==> src/rtl/hptw_pkg.sv <==
package hptw_pkg;

    localparam int EA_W       = 32;
    localparam int SEG_CNT    = 16;
    localparam int SEG_IDX_W  = $clog2(SEG_CNT);
    localparam int VSID_W     = 28;
    localparam int PAGE_W     = 16;
    localparam int OFS_W      = 12;
    localparam int WORD_BYTES = 4;
    localparam int MASK_LO_W  = 9;
    localparam int BASE_HI_W  = 16;
    localparam int REF_BIT    = 8;
    localparam int CHG_BIT    = 7;

    typedef enum logic [2:0] {
        ST_IDLE,
        ST_TAG_REQ,
        ST_TAG_WAIT,
        ST_PTE_REQ,
        ST_PTE_WAIT,
        ST_REF_WR,
        ST_CHG_WR,
        ST_REPORT
    } walk_state_e;

endpackage

==> src/rtl/hptw_segfile.sv <==
module hptw_segfile
    import hptw_pkg::*;
#(
    parameter int N_REGS = SEG_CNT,
    parameter int REG_W  = EA_W,
    localparam int IDX_W = $clog2(N_REGS)
) (
    input  logic             clk,
    input  logic             rst_n,
    input  logic             wr_en,
    input  logic [IDX_W-1:0] wr_idx,
    input  logic [REG_W-1:0] wr_data,
    input  logic [IDX_W-1:0] rd_idx,
    output logic [REG_W-1:0] rd_data
);

    logic [REG_W-1:0] regs [N_REGS];

    for (genvar g = 0; g < N_REGS; g++) begin : g_reg
        always_ff @(posedge clk or negedge rst_n) begin
            if (!rst_n) begin
                regs[g] <= '0;
            end else if (wr_en && (wr_idx == IDX_W'(g))) begin
                regs[g] <= wr_data;
            end
        end
    end

    assign rd_data = regs[rd_idx];

endmodule

==> src/rtl/hptw_hash.sv <==
module hptw_hash
    import hptw_pkg::*;
(
    input  logic [VSID_W-1:0]    vsid,
    input  logic [PAGE_W-1:0]    page,
    input  logic [BASE_HI_W-1:0] base_hi,
    input  logic [MASK_LO_W-1:0] mask_lo,
    input  logic                 secondary,
    output logic [EA_W-1:0]      grp_addr,
    output logic [EA_W-1:0]      tag
);

    logic [EA_W-1:0] mixed;
    logic [EA_W-1:0] hashed;
    logic [EA_W-1:0] mask;

    always_comb begin
        mixed  = EA_W'(vsid) ^ EA_W'(page);
        hashed = mixed << 6;
        if (secondary) begin
            hashed = ~hashed;
        end
        mask     = {7'b0, mask_lo, 16'hFFC0};
        grp_addr = {base_hi, 16'h0000} | (hashed & mask);
        tag      = 32'h8000_0000
                 | (EA_W'(vsid) << 7)
                 | (secondary ? 32'h0000_0040 : 32'h0)
                 | EA_W'(page[PAGE_W-1:PAGE_W-6]);
    end

endmodule

==> src/rtl/hptw_perm.sv <==
module hptw_perm (
    input  logic       sup_key,
    input  logic       usr_key,
    input  logic       user,
    input  logic [1:0] pp,
    output logic       may_read,
    output logic       may_write
);

    logic [2:0] code;

    always_comb begin
        code = {(user ? usr_key : sup_key), pp};
        unique case (code)
            3'd0, 3'd1, 3'd2, 3'd6: begin
                may_read  = 1'b1;
                may_write = 1'b1;
            end
            3'd3, 3'd5, 3'd7: begin
                may_read  = 1'b1;
                may_write = 1'b0;
            end
            3'd4: begin
                may_read  = 1'b0;
                may_write = 1'b0;
            end
        endcase
    end

endmodule

==> src/rtl/hpt_walker.sv <==
module hpt_walker
    import hptw_pkg::*;
#(
    parameter int PAIRS = 8,
    localparam int PAIR_W = $clog2(PAIRS),
    localparam int PAIR_STRIDE_SH = $clog2(2 * WORD_BYTES)
) (
    input  logic                 clk,
    input  logic                 rst_n,
    input  logic                 seg_we,
    input  logic [SEG_IDX_W-1:0] seg_idx,
    input  logic [EA_W-1:0]      seg_wdata,
    input  logic [EA_W-1:0]      tbl_base,
    input  logic                 req_valid,
    output logic                 req_ready,
    input  logic [EA_W-1:0]      req_ea,
    input  logic                 req_write,
    input  logic                 req_user,
    output logic                 done,
    output logic                 hit,
    output logic                 perm_fault,
    output logic [EA_W-1:0]      real_addr,
    output logic                 mem_req_valid,
    input  logic                 mem_req_ready,
    output logic                 mem_req_write,
    output logic [EA_W-1:0]      mem_req_addr,
    output logic [7:0]           mem_req_byte,
    input  logic                 mem_rsp_valid,
    input  logic [EA_W-1:0]      mem_rsp_data
);

    walk_state_e state_q, state_d;

    logic [EA_W-1:0]   seg_rd;
    logic [EA_W-1:0]   sr_q;
    logic [27:0]       ea_q;
    logic              wr_q;
    logic              usr_q;
    logic              sec_q;
    logic [PAIR_W-1:0] pair_q;
    logic [15:0]       pte_q;
    logic              hit_q;
    logic              fault_q;
    logic [EA_W-1:0]   raddr_q;

    logic [EA_W-1:0]   grp_addr;
    logic [EA_W-1:0]   tag_exp;
    logic [EA_W-1:0]   pair_addr;
    logic              may_read;
    logic              may_write;
    logic              need_ref;
    logic              need_chg;
    logic              tag_match;
    logic              last_pair;
    logic              access_ok;
    logic              unused_bits;

    assign unused_bits = ^{tbl_base[15:9], sr_q[31]};

    hptw_segfile #(
        .N_REGS (SEG_CNT),
        .REG_W  (EA_W)
    ) u_segs (
        .clk     (clk),
        .rst_n   (rst_n),
        .wr_en   (seg_we),
        .wr_idx  (seg_idx),
        .wr_data (seg_wdata),
        .rd_idx  (req_ea[EA_W-1:EA_W-SEG_IDX_W]),
        .rd_data (seg_rd)
    );

    hptw_hash u_hash (
        .vsid      (sr_q[VSID_W-1:0]),
        .page      (ea_q[27:OFS_W]),
        .base_hi   (tbl_base[EA_W-1:EA_W-BASE_HI_W]),
        .mask_lo   (tbl_base[MASK_LO_W-1:0]),
        .secondary (sec_q),
        .grp_addr  (grp_addr),
        .tag       (tag_exp)
    );

    hptw_perm u_perm (
        .sup_key   (sr_q[30]),
        .usr_key   (sr_q[29]),
        .user      (usr_q),
        .pp        (pte_q[1:0]),
        .may_read  (may_read),
        .may_write (may_write)
    );

    assign pair_addr = grp_addr | (EA_W'(pair_q) << PAIR_STRIDE_SH);
    assign tag_match = (mem_rsp_data == tag_exp);
    assign last_pair = (pair_q == PAIR_W'(PAIRS - 1));
    assign need_ref  = may_read && !pte_q[REF_BIT];
    assign need_chg  = wr_q && may_write && !pte_q[CHG_BIT];
    assign access_ok = may_read && (!wr_q || may_write);

    // state register
    always_ff @(posedge clk or negedge rst_n) begin
        if (!rst_n) begin
            state_q <= ST_IDLE;
        end else begin
            state_q <= state_d;
        end
    end

    // next state
    always_comb begin
        state_d = state_q;
        unique case (state_q)
            ST_IDLE:     if (req_valid) state_d = ST_TAG_REQ;
            ST_TAG_REQ:  if (mem_req_ready) state_d = ST_TAG_WAIT;
            ST_TAG_WAIT: begin
                if (mem_rsp_valid) begin
                    if (tag_match)              state_d = ST_PTE_REQ;
                    else if (last_pair && sec_q) state_d = ST_REPORT;
                    else                         state_d = ST_TAG_REQ;
                end
            end
            ST_PTE_REQ:  if (mem_req_ready) state_d = ST_PTE_WAIT;
            ST_PTE_WAIT: if (mem_rsp_valid) state_d = ST_REF_WR;
            ST_REF_WR:   if (!need_ref || mem_req_ready) state_d = ST_CHG_WR;
            ST_CHG_WR:   if (!need_chg || mem_req_ready) state_d = ST_REPORT;
            ST_REPORT:   state_d = ST_IDLE;
        endcase
    end

    // walk context and results
    always_ff @(posedge clk or negedge rst_n) begin
        if (!rst_n) begin
            sr_q    <= '0;
            ea_q    <= '0;
            wr_q    <= 1'b0;
            usr_q   <= 1'b0;
            sec_q   <= 1'b0;
            pair_q  <= '0;
            pte_q   <= '0;
            hit_q   <= 1'b0;
            fault_q <= 1'b0;
            raddr_q <= '0;
        end else begin
            unique case (state_q)
                ST_IDLE: begin
                    if (req_valid) begin
                        sr_q    <= seg_rd;
                        ea_q    <= req_ea[27:0];
                        wr_q    <= req_write;
                        usr_q   <= req_user;
                        sec_q   <= 1'b0;
                        pair_q  <= '0;
                        hit_q   <= 1'b0;
                        fault_q <= 1'b0;
                    end
                end
                ST_TAG_WAIT: begin
                    if (mem_rsp_valid && !tag_match) begin
                        if (last_pair) begin
                            sec_q  <= 1'b1;
                            pair_q <= '0;
                        end else begin
                            pair_q <= pair_q + PAIR_W'(1);
                        end
                    end
                end
                ST_PTE_WAIT: begin
                    if (mem_rsp_valid) begin
                        pte_q   <= mem_rsp_data[15:0];
                        raddr_q <= {mem_rsp_data[EA_W-1:OFS_W], ea_q[OFS_W-1:0]};
                    end
                end
                ST_REF_WR: begin
                    if (need_ref && mem_req_ready) begin
                        pte_q[REF_BIT] <= 1'b1;
                    end
                end
                ST_CHG_WR: begin
                    if (!need_chg || mem_req_ready) begin
                        hit_q   <= access_ok;
                        fault_q <= !access_ok;
                    end
                end
                default: ;
            endcase
        end
    end

    // outputs
    always_comb begin
        req_ready     = (state_q == ST_IDLE);
        done          = (state_q == ST_REPORT);
        hit           = hit_q;
        perm_fault    = fault_q;
        real_addr     = raddr_q;
        mem_req_valid = 1'b0;
        mem_req_write = 1'b0;
        mem_req_addr  = pair_addr;
        mem_req_byte  = '0;
        unique case (state_q)
            ST_TAG_REQ: begin
                mem_req_valid = 1'b1;
            end
            ST_PTE_REQ: begin
                mem_req_valid = 1'b1;
                mem_req_addr  = pair_addr | EA_W'(WORD_BYTES);
            end
            ST_REF_WR: begin
                mem_req_valid = need_ref;
                mem_req_write = 1'b1;
                mem_req_addr  = pair_addr | EA_W'(WORD_BYTES + 2);
                mem_req_byte  = {pte_q[15:9], 1'b1};
            end
            ST_CHG_WR: begin
                mem_req_valid = need_chg;
                mem_req_write = 1'b1;
                mem_req_addr  = pair_addr | EA_W'(WORD_BYTES + 3);
                mem_req_byte  = {1'b1, pte_q[6:0]};
            end
            default: ;
        endcase
    end

    AST_BUSY_AFTER_ACCEPT: assert property (@(posedge clk) disable iff (!rst_n)
        req_valid && req_ready |=> !req_ready);

    AST_READ_ALIGNED: assert property (@(posedge clk) disable iff (!rst_n)
        mem_req_valid && !mem_req_write |-> mem_req_addr[1:0] == 2'b00);

    AST_REF_BYTE_SET: assert property (@(posedge clk) disable iff (!rst_n)
        mem_req_valid && mem_req_write && (mem_req_addr[1:0] == 2'd2) |-> mem_req_byte[0]);

    AST_CHG_BYTE_SET: assert property (@(posedge clk) disable iff (!rst_n)
        mem_req_valid && mem_req_write && (mem_req_addr[1:0] == 2'd3) |-> mem_req_byte[7]);

    AST_WRITE_OFFSET: assert property (@(posedge clk) disable iff (!rst_n)
        mem_req_valid && mem_req_write |-> mem_req_addr[1]);

    AST_NO_HIT_AND_FAULT: assert property (@(posedge clk) disable iff (!rst_n)
        done |-> !(hit && perm_fault));

    AST_DONE_PULSE: assert property (@(posedge clk) disable iff (!rst_n)
        done |=> !done);

    AST_CMD_HOLD: assert property (@(posedge clk) disable iff (!rst_n)
        mem_req_valid && !mem_req_ready |=> mem_req_valid && $stable(mem_req_addr)
            && $stable(mem_req_write) && $stable(mem_req_byte));

    AST_DONE_WHILE_BUSY: assert property (@(posedge clk) disable iff (!rst_n)
        done |-> !req_ready);

endmodule

==> config.mk <==
export PLATFORM = sky130hd
export DESIGN_NAME = hpt_walker
export DESIGN_NICKNAME = d
export VERILOG_FILES = /design/src/rtl/hptw_pkg.sv /design/src/rtl/hptw_segfile.sv /design/src/rtl/hptw_hash.sv /design/src/rtl/hptw_perm.sv /design/src/rtl/hpt_walker.sv
export SDC_FILE = /design/constraint.sdc
export NUM_CORES = 1
export LEC_CHECK = 0
export CORE_ASPECT_RATIO = 2
export CORE_UTILIZATION = 52
export CTS_CLUSTER_SIZE = 8
export DETAILED_ROUTE_END_ITERATION = 16
export PLACE_DENSITY = 0.74
export RECOVER_POWER = 50
export SYNTH_ARGS = -nofsm -noshare
export SYNTH_HDL_FRONTEND = slang
export SYNTH_SLANG_ARGS = --single-unit
==> constraint.sdc <==
create_clock -name clk -period 1.9 [get_ports clk]
set_input_delay 0.38 -clock clk [delete_from_list [all_inputs] [get_ports clk]]
set_output_delay 0.38 -clock clk [all_outputs]
set_load 0.02 [all_outputs]
==> out/results.ini <==
[run_status]
outcome = complete, but fails checks
violations = negative setup slack

[timing]
setup_total_negative_slack_ns = -20.03
timing_max_transition_violations_final = 0
finalWorstSetupSlack_ns = -0.4257
max_slew_margin_pct = 16.92
tightestPinTransition_ns = 1.246
hold_ws_ns = 0.3348
setup_repair_after_global_routing_missed_its_margin = true
skew_ns = 0.01331
setup_viol = 84
finalHoldViolations = 0
fmaxAchievable_mhz = 430.0
post-route-period-util_pct = 122.4
min_period_ns = 2.326

[logic_synthesis]
post_synth_instance_area_mm2 = 0.02380
flip_flop_and_latch_count_after_synthesis = 525
synth_edf_count = 0
postSynth.topFlopCell = sky130_fd_sc_hd__dfrtp_1
post-synth-top-area-cell = sky130_fd_sc_hd__dfrtp_1
synth.distinct_cells = 44
synth_cells = 1594
postSynth.asyncResetShare_pct = 100.0
yosys-top-cells-count = sky130_fd_sc_hd__dfrtp_1, sky130_fd_sc_hd__mux2_1, sky130_fd_sc_hd__nand2_1, sky130_fd_sc_hd__mux4_2, sky130_fd_sc_hd__xnor2_1
synth_compound_area_share_pct = 1.109
synthSimpleGateAreaFrac_pct = 4.159
post_synth_xor_area_fraction_pct = 2.429
synthMostInstantiatedCell = sky130_fd_sc_hd__dfrtp_1
postSynthNetCount = 1736
synthDominantCellAreaShare_pct = 55.20
leading_cell_types_by_total_area_after_synthesis = sky130_fd_sc_hd__dfrtp_1, sky130_fd_sc_hd__mux2_1, sky130_fd_sc_hd__mux4_2, sky130_fd_sc_hd__nand2_1, sky130_fd_sc_hd__xnor2_1
synth_top_family_by_area = multiplexers
synthesis.area_per_instance_um2 = 14.93
synth_warnings = 0
sequential_fraction_of_the_synthesis_area_pct = 55.20
mux_contribution_to_synthesized_area_pct = 34.23
adder_and_majority_gate_portion_of_the_synthesized_area_pct = 0.1051

[die]
initial_utilization_pct = 52.72
chipWidth_um = 153.3
die-area_mm2 = 0.04668
boundaryPins = 218
die_height_um = 304.5
placeableCoreArea_mm2 = 0.04514
floorplan.rows = 110

[global_route]
track_usage_pct = 27.49
first_pass_grt_wire_length_um = 96270
first_global_vias = 16550
grt.overflow.total = 0
grt_max_degree = 85
antenna_found_initial = 6

[final_layout]
final_cell_area_mm2 = 0.03007
nNetsFinal = 2019
finish.cell_count_without_fillers = 2447
layout-drive-gt1-share_pct = 26.79
post_route_utilization_pct = 66.61
area_delta_synth_final_pct = 26.35

[drt]
number_of_vias_per_cell = 6.006
drt_iter0_markers = 755
drt_first_pass_iters = 5
wl_per_cell_um = 25.67
routed_wl_um = 62810
route.vias.total = 14700
number_of_nets_still_failing_antenna_checks_after_routing = 0
detailed_route_drc_error_count = 0

[clock_network]
max_buffers_root_to_sink = 3
tritoncts = done
cts_inserted_buffers = 75
htree_num_levels = 3
clock_insertion_delay_worst_skew_ns = 0.59
worst_setup_hold_path_clk_slew_ns = 0.05
clock_sinks = 525
clk_root_buffer_cell = sky130_fd_sc_hd__clkbuf_16

[power]
relative_contribution_of_the_clock_network_to_total_power_pct = 29.8
power_density_normalized_to_cell_area_mw_per_mm2 = 1306
peak_vdd_ir_v = 0.0006481
power_leakage_nw = 13.36
sw_frac_of_total_pct = 29.69
comb_power_share_pct = 28.4
seq_power_share_pct = 41.7
total_switching_power_mw = 11.67
internal-power_mw = 27.62

[critical_path]
end_kind = output port
crit_path_max_fanout = 4
worst_ep_arrival_time_ns = 1.95
crit_required_ns = 1.52
timing_worst_setup_path_type = reg2out
type_of_origin_of_the_critical_path = register

[flow_run]
cap_violations = 0

[hold_path]
holdCritPathClass = in2reg

[place]
place_inst = 2335
globalplace.congestion = 0.8811
hpwl_um = 39620
port-buffer-count = 190
dpl-instance-area_mm2 = 0.02732

## power groups by stage
| stage | combinational, mW | sequential [mW] | clock, mW |
|---|---|---|---|
| after global placement | 9.98 | 16.1 | 0 |
| final | 11.2 | 16.4 | 11.7 |
| after detailed placement | 10.3 | 16.4 | 0 |
| after global routing | 11.9 | 16.7 | 12.4 |
| after floorplan | 6.00 | 16.1 | 0 |
| after CTS | 10.4 | 16.3 | 11.9 |
## registers in the layout, summed over array words and instances, names as in the netlist
signal,count
ea_q,28
hit,1
pair_q,3
perm_fault,1
pte_q,15
real_addr,29
sec_q,1
sr_q,26
state_q,3
u_segs.regs,416
usr_q,1
wr_q,1
## final timing paths
| path | start | endpoint | slack (ns) | depth (start not counted) |
|---|---|---|---|---|
| max reg2reg | sec_q | sec_q | -0.35 | 8 |
| min | req_ea[13] | ea_q[13] | 0.33 | 3 |
| min reg2reg | ea_q[3] | ea_q[3] | 0.47 | 2 |
| max | state_q[1] | mem_req_valid | -0.43 | 4 |
| min in group asynchronous | rst_n | real_addr[1] | 0.58 | 2 |
| max in group asynchronous | rst_n | u_segs.regs[276] | 0.08 | 3 |
## metal layers
| metal | GRT usage [%] | share of wire (%) | up-vias |
|---|---|---|---|
| met5 | 0 | 0 | - |
| met4 | 14.05 | 5.7 | 0 |
| met3 | 4.849 | 4.7 | 199 |
| met2 | 48.91 | 53 | 482 |
| met1 | 31.53 | 37 | 7750 |
| li1 | - | - | 6265 |
## cell usage in the layout, fill, tap and decap left out, drive strengths merged, types with 7 or more instances in the layout
cell type      Yosys  final
a21o              11     11
a21oi              7      7
a22o               7      7
buf               72    169
clkbuf            58     93
clkdlybuf4s50      0    114
dfrtp            525    525
dlygate4sd2        0     37
mux2             459    459
mux4             130    130
nand2            185    185
nand4              8      8
nor2              14     14
xnor2             63     63
## timing repair
action | in CTS | in global routing
gates resized for setup | 250 | 81
cloned | 0 | 8
buffers inserted | 12 | 11
hold buffers | 1 | 0
pin swaps | 16 | 38
endpoints found under the setup margin | 76 | 81
hold endpoints to repair | 25 | 0
## layout make-up
| class | instances | area (µm²) |
|---|---|---|
| fill | 3027 | 15070 |
| sequential | 525 | 13140 |
| multi-input combinational | 934 | 10550 |
| timing repair buffer | 336 | 3655 |
| clock buffer | 79 | 1977 |
| tap | 560 | 700.7 |
| inverter | 5 | 18.77 |
| antenna | 6 | 15.01 |
| clock inverter | 2 | 13.76 |
## critical path: stages (launching register included)
cell,delay [ns]
sky130_fd_sc_hd__dfrtp_1,0.42
sky130_fd_sc_hd__and3b_2,0.27
sky130_fd_sc_hd__and3b_1,0.19
sky130_fd_sc_hd__a221o_1,0.33
sky130_fd_sc_hd__buf_6,0.15
## metrics by stage
stage / power [mW] / worst slack [ns]
after floorplan: 22.11 / -0.03073
after global routing: 41.01 / -0.4523
after CTS: 38.58 / -0.4187
after detailed placement: 26.68 / -0.6257
final: 39.29 / -0.4257
after global placement: 26.12 / -0.5441
## kinds of logic (layout without fill, tap and decap cells)
logic type      after synthesis  count (layout)
compound gates               37              37
xor+xnor                     66              66
fa+ha+maj                     2               2
buf+inv                     135             422
flops                       525             525
mux                         594             594
other cells                   0               6
simple gates                235             235
(Power assumes the default switching activity.)
